`src/rtl/dcc_pkg.sv`:
```
package dcc_pkg;
    typedef enum logic {ST_IDLE = 1'b0, ST_ACTIVE = 1'b1} chan_state_e;

    localparam int ERR_N   = 4;
    localparam int IDX_DST = 0;
    localparam int IDX_SRC = 1;
    localparam int IDX_SG  = 2;
    localparam int IDX_CFG = 3;

    function automatic logic size_code_bad(input logic [2:0] code);
        return code > 3'd3;
    endfunction

    // low-bit mask that must be zero in a byte count for a given size code
    function automatic logic [2:0] size_low_mask(input logic [2:0] code);
        logic [2:0] m;
        unique case (code[1:0])
            2'd0: m = 3'b000;
            2'd1: m = 3'b001;
            2'd2: m = 3'b011;
            default: m = 3'b111;
        endcase
        return m;
    endfunction
endpackage

```
`src/rtl/dcc_cfg_check.sv`:
```
module dcc_cfg_check
    import dcc_pkg::*;
#(
    parameter int NB_W  = 32,
    parameter int CIT_W = 15
) (
    input  logic [NB_W-1:0]  nbytes,
    input  logic [2:0]       ssize,
    input  logic [2:0]       dsize,
    input  logic [CIT_W-1:0] citer,
    input  logic             citer_link,
    input  logic             biter_link,
    output logic             bad
);
    logic [2:0] need_zero;
    logic       code_bad, mult_bad, count_bad, link_bad;

    always_comb begin
        need_zero = size_low_mask(ssize) | size_low_mask(dsize);
        code_bad  = size_code_bad(ssize) || size_code_bad(dsize);
        mult_bad  = (nbytes[2:0] & need_zero) != 3'b000;
        count_bad = citer == '0;
        link_bad  = citer_link != biter_link;
        bad       = code_bad || mult_bad || count_bad || link_bad;
    end
endmodule

```
`config.mk`:
```
export PLATFORM = sky130hd
export DESIGN_NAME = dcc_cfg_check
export DESIGN_NICKNAME = d
export VERILOG_FILES = /design/src/rtl/dcc_pkg.sv /design/src/rtl/dcc_cfg_check.sv
export SDC_FILE = /design/constraint.sdc
export NUM_CORES = 1
export LEC_CHECK = 0
export ABC_AREA = 1
export ABC_CLOCK_PERIOD_IN_PS = 800
export BUFFER_PORTS_ARGS = -buffer_cell sky130_fd_sc_hd__buf_4
export CAP_MARGIN = 5
export CORE_AREA = 2 2 39 41
export DETAILED_ROUTE_END_ITERATION = 10
export DIE_AREA = 0 0 41 43
export SLEW_MARGIN = 20
export SYNTH_ARGS = -nofsm -noshare
export SYNTH_HDL_FRONTEND = slang
export SYNTH_SLANG_ARGS = --single-unit
```
`constraint.sdc`:
```
create_clock -name vclk -period 0.8
set_input_delay 0.04 -clock vclk [all_inputs]
set_output_delay 0.04 -clock vclk [all_outputs]
set_load 0.02 [all_outputs]
```
* Yosys cells after proc, flatten, opt, wreduce, memory -nomap -nowiden
Cells that the tools add are included.
** Storage, ports and cells
- Bits in registers :: 0
- Output and inout port bits :: 1
** Cells by class
- Magnitude comparators :: 2
- Equal/unequal tests :: 5
- Muxes and demuxes :: 2
- Bitwise logic cells :: 2
- Reduce and logical (&&, ||, !) cells :: 8
** Operators with widths (number)
- $pmux 3 s3 :: 2
- $logic_not 15->1 :: 1
- $gt 3x2->1 const B :: 2
- $eq 2x1->1 const B :: 2
- $eq 2x2->1 const B :: 2
- $logic_not 2->1 :: 2
- $logic_or 1x1->1 :: 4
- $and 3x3->3 :: 1
- $or 3x3->3 :: 1
- $reduce_bool 3->1 :: 1
- $ne 1x1->1 :: 1

* Depth between registers and ports, before layout
Gate-level depths: netlist (run 1).
- Depth after elaboration :: 8
- Depth in mapped cells :: 6
- Gate-level depth less buffers :: 6

* Least setup slack after synthesis (run 1)
Ideal clock, no wire load.
- Path type :: input port to output port
- From :: in ssize[2]
- To :: out bad
- Arrival time :: 0.442 ns
- Required time :: 0.760 ns
- Setup slack :: 0.318 ns
- Stages on the path :: 4
- Buffers on the path :: 0
- Cells stage by stage :: nor2_1 > nand3_1 > nor2_1 > nand3_2
** On the way
- Cells in the longest elaborated chain, start to end :: 5
** RTL lines
- from (decl) :: RTL line dcc_cfg_check.sv:8 : input logic [2:0] ssize,
- $gt 3x2->1 :: RTL line dcc_pkg.sv:11 : return code > 3'd3;
- $logic_or 1x1->1 :: RTL line dcc_cfg_check.sv:20 : code_bad = size_code_bad(ssize) || size_code_bad(dsize);
- $logic_or 1x1->1 (3 in series) :: RTL line dcc_cfg_check.sv:24 : bad = code_bad || mult_bad || count_bad || link_bad;
- to (decl) :: RTL line dcc_cfg_check.sv:13 : output logic bad
No other way between the ends.

* Worst setup path in the final report (run 1)
- From :: in ssize[1]
- To :: out bad
** On the way
- Cells in the longest elaborated chain, start to end :: 8
- Elaborated cells between the ends (all ways) :: 12
- Those cells by class :: order compare (1); eq/ne (2); mux (1); bitwise (2); reduce/logical (6)
** RTL lines
- $eq 2x2->1, or another cell as far along :: RTL line dcc_pkg.sv:17 : unique case (code[1:0])
- $pmux 3 s3 :: RTL line dcc_pkg.sv:17
- $or 3x3->3 :: RTL line dcc_cfg_check.sv:19 : need_zero = size_low_mask(ssize) | size_low_mask(dsize);
- $and 3x3->3 :: RTL line dcc_cfg_check.sv:21 : mult_bad = (nbytes[2:0] & need_zero) != 3'b000;
- $reduce_bool 3->1 :: RTL line dcc_cfg_check.sv:21
- $logic_or 1x1->1 * (3 in series) :: RTL line dcc_cfg_check.sv:24
Every way passes the cells marked *; elsewhere a longest branch is shown, timed or not.

==> qor.txt, run 1 <==
status = completed
Crit. path cell count = 6
largest stage delay on the critical path = 150 ps
maxcap violations = 0
Layout Cells excl Fill = 78
top post-synthesis cells by count = nand2_1, nor2_1, inv_1
wirelength, routed = 443 µm
first-pass GRT wire length = 614 µm
filler cell count = 161
YS warnings = 0
Worst Path Arrival = 660 ps
area added between synthesis and finish = 158%
crit path time final = 697 ps
pin count of the biggest net entering global routing = 3
register area share after synthesis = 0%
setup TNS = 0 ps
Pre-antenna DRT Iters = 1
Max-slew headroom = 92.1%
Post-route DRC = 0
layout cells sized above 1 = 46.8%
die width = 41 µm
leakage power = 0.000206 µW
period utilization = 87.2%
PD cells = 384 nW/µm²
CP Capture Type = primary output
clkbuf count = 0
total track usage = 4.60%
register area = 0 µm²
Syn Area/Cell = 4.04 µm²
Yosys top cell area share = 37.2%
Synth area leader = nand2_1
FMAX = 1.43 GHz
CP delay by family, top = simple AND/OR/NAND/NOR gates
count leader, synth = nand2_1
Mapped Nets = 90
wire per inst = 5.68 µm
initial antenna violation count = 0
fin. max-slew vios = 0
Nets = 119
Yosys cell types = 7
vias in the first global route = 180
Ports = 56
vias = 267
postcts setup bufs = 0
routability congestion estimate = 0.547
CP Launch Point = ssize[1]
Starting Density = 10.2%
Hold Path Class = input pin to primary output
Seq cells = 0
final hold vios = 0
Worst Path Buf+Inv = 2
Synth Cell Area = 141 µm²
Max IR drop VDD = 74.4 µV
Setup crit end = bad
CP cell instances = buf_4 -> nor2_2 -> nor2_1 -> nor2_1 -> nand3_2 -> buf_4
row cnt = 14
CP max-delay cell = buf_4
critical path class = input pin to primary output
GRT overflow = 0
Core Region = 1380 µm²
setup violators final = 0
Antenna Cells = 0
DIE AREA = 1760 µm²
HPWL after DPL = 421 µm
drt initial violations = 0
synth top area cells = nand2_1, nor2_1, inv_1
CP required = 760 ps
dpl cells = 78
Hold Slack = 480 ps
Final ANT Viol Nets = 0
synthesized instance count = 35
CP Launch Type = input pin
die height = 43 µm
routed vias/inst = 3.42
Slew @ Worst Pin = 119 ps
worst-path fanout max = 2
RSZ-0062 raised after global routing = no
port bufs = 27
kinds of logic after synthesis:
group / share of synthesized area, %
AND/OR/NAND/NOR: 86.7
buffers and inverters: 13.3
report_power, final:
part | internal, µW | total (µW) | switching, µW | leakage (µW)
Sequential | 0 | 0 | 0 | 0
Clock | 0 | 0 | 0 | 0
Combinational | 98.1 | 140 | 41.6 | 0.000206
tightest hold or removal path: cells and delay by family:
kind,cells,cell delay [ps]
buffers and inverters,2,210
AND/OR/NAND/NOR,4,210
through the flow:
stage                     power, µW  util, %  instance area [µm²]  worst slack (ps)
after floorplan                37.6        -                  141               318
after global placement          140     26.3                  364              85.0
after detailed placement        141     26.3                  364              89.1
after CTS                       142     26.3                  364              89.3
after global routing            157     26.3                  364              9.34
final                           140     26.3                  364               103
metal layers:
metal / vias up / GRT usage [%] / part of all wire (%)
li1: 156 / - / -
met1: 98 / 4.75 / 31
met2: 13 / 9.69 / 49
met3: 0 / 0 / 19
met4: 0 / 0 / 0
met5: - / 0 / 0
worst min path at each step:
stage	from	to	slack [ps]	depth (start not counted)
2_1_floorplan	dsize[2]	bad	310	4
3_3_place_gp	dsize[2]	bad	480	6
3_5_place_dp	ssize[2]	bad	490	6
4_1_cts	ssize[2]	bad	490	6
5_1_grt	dsize[2]	bad	510	6
6_report	dsize[2]	bad	480	6
repair_timing:
action,4_1_cts,5_1_grt
hold buffers,0,0
gates resized for setup,0,0
endpoints found under the setup margin,0,1
cell usage in the layout (no fill, tap or decap), drive strengths merged:
cell     n
nand3    2
inv      4
nand2   14
clkinv   1
buf     27
nor2    14
cell type report:
cell class         instances  area (µm²)  area share (%)
repair buffers            27         203            55.7
inverters                  5        18.8            5.15
multi-input cells         30         123            33.7
well taps                 16        20.0            5.50
Power figures use the tool's default switching activity.
==> run 2, diff against run 1 <==
--- a/config.mk
+++ b/config.mk
@@ -7,11 +7,11 @@
 export LEC_CHECK = 0
 export ABC_AREA = 1
 export ABC_CLOCK_PERIOD_IN_PS = 800
-export BUFFER_PORTS_ARGS = -buffer_cell sky130_fd_sc_hd__buf_4
 export CAP_MARGIN = 5
 export CORE_AREA = 2 2 39 41
 export DETAILED_ROUTE_END_ITERATION = 10
 export DIE_AREA = 0 0 41 43
+export DONT_BUFFER_PORTS = 1
 export SLEW_MARGIN = 20
 export SYNTH_ARGS = -nofsm -noshare
 export SYNTH_HDL_FRONTEND = slang
==> qor.txt, run 2 (synthesis results as in run 1) <==
status = completed (unchanged)
layout cells sized above 1 = 5.71% (was 46.8%)
most common cell after layout, fill and taps aside = nand2_1 (was buf_4)
routed vias/inst = 3.55 (was 3.42)
FMAX = 1.89 GHz (was 1.43 GHz)
wire per inst = 6.22 µm (was 5.68 µm)
RSZ-0062 raised after global routing = no (unchanged)
vias = 181 (was 267)
row cnt = 14 (unchanged)
cts hold-fix bufs = 0 (unchanged)
Ports = 56 (unchanged)
Final ANT Viol Nets = 0 (unchanged)
total track usage = 3.80% (was 4.60%)
die width = 41 µm (unchanged)
Max IR drop VDD = 26.8 µV (was 74.4 µV)
filler cell count = 170 (was 161)
Layout Cells excl Fill = 51 (was 78)
Core Region = 1380 µm² (unchanged)
leakage power = 0.0000764 µW (was 0.000206 µW)
port bufs = 0 (was 27)
Slew @ Worst Pin = 139 ps (was 119 ps)
Worst Path Arrival = 490 ps (was 660 ps)
Seq cells = 0 (unchanged)
CP required = 760 ps (about the same)
Pre-antenna DRT Iters = 1 (unchanged)
most frequent cells in the layout = nand2_1, nor2_1, inv_1 (was buf_4, nand2_1, nor2_1, inv_1)
period utilization = 66.0% (was 87.2%)
worst-path fanout max = 1 (was 2)
routability congestion estimate = 0.488 (was 0.547)
setup TNS = 0 ps (unchanged)
fin. max-slew vios = 0 (unchanged)
GRT overflow = 0 (unchanged)
Starting Density = 10.2% (unchanged)
Worst Path Buf+Inv = 0 (was 2)
CP max-delay cell = nand3_2 (was buf_4)
dpl cells = 51 (was 78)
Antenna Cells = 0 (unchanged)
initial antenna violation count = 0 (unchanged)
vias in the first global route = 141 (was 180)
Post-route DRC = 0 (unchanged)
pin count of the biggest net entering global routing = 3 (unchanged)
critical path class = input pin to primary output (unchanged)
wirelength, routed = 317 µm (was 443 µm)
total power = 41.0 µW (was 140 µW)
clkbuf count = 0 (unchanged)
first-pass GRT wire length = 510 µm (was 614 µm)
Max-slew headroom = 90.8% (was 92.1%)
area added between synthesis and finish = 14.2% (was 158%)
Placed Area = 161 µm² (was 364 µm²)
Hold Path Class = input pin to primary output (unchanged)
drt initial violations = 0 (unchanged)
final hold vios = 0 (unchanged)
setup violators final = 0 (unchanged)
CP delay by family, top = simple AND/OR/NAND/NOR gates (unchanged)
Hold Slack = 327 ps (was 480 ps)
maxcap violations = 0 (unchanged)
CP Capture Type = primary output (unchanged)
CTS resizes = 0 (unchanged)
register area = 0 µm² (unchanged)
largest stage delay on the critical path = 130 ps (was 150 ps)
postcts setup bufs = 0 (unchanged)
HPWL after DPL = 313 µm (was 421 µm)
Final Instance Area = 161 µm² (was 364 µm²)
CP Launch Type = input pin (unchanged)
CP cell instances = nor2_1 -> nand2_1 -> nor2_1 -> nand2_1 -> nand3_2 (was buf_4 -> nor2_2 -> nor2_1 -> nor2_1 -> nand3_2 -> buf_4)
PD cells = 254 nW/µm² (was 384 nW/µm²)
DIE AREA = 1760 µm² (unchanged)
die height = 43 µm (unchanged)
Nets = 92 (was 119)
crit path time final = 528 ps (was 697 ps)
## run 2: cell count changes in the layout (fill, tap and decap cells not counted), sizes merged
cell | before | now
buf | 27 | 0
## run 2: final timing paths
kind,from,to,slack (ps),cells past startpoint
setup / recovery,citer[13],bad,270,5
hold / removal,dsize[2],bad,330,4
## run 2: tightest hold or removal path, delay by kind of cell
family | cells | cell delay, ps
simple gates | 4 | 250
## run 2: report_power, final
group | leakage [µW] | switching [µW] | internal, µW
Clock | 0 | 0 | 0
Combinational | 0.0000764 | 22.0 | 19.0
Sequential | 0 | 0 | 0
Total | 0.0000764 | 22.0 | 19.0
## run 2: through the flow
stage,setup WS (ps),util [%]
after global placement,251,11.7
after CTS,250,11.7
after detailed placement,252,11.7
final,272,11.7
after floorplan,318,-
after global routing,164,11.7
## run 2: area by class of cell
| type | count | area, µm² | area share (%) |
|---|---|---|---|
| multi-input combinational | 30 | 123 | 76.0 |
| tap | 16 | 20.0 | 12.4 |
| inverter | 5 | 18.8 | 11.6 |
## run 2: metal layers
layer | routed length, µm | global-route usage [%]
met5 | 0 | 0
met1 | 112 | 4.11
met3 | 39 | 0
met2 | 166 | 7.81
met4 | 0 | 0
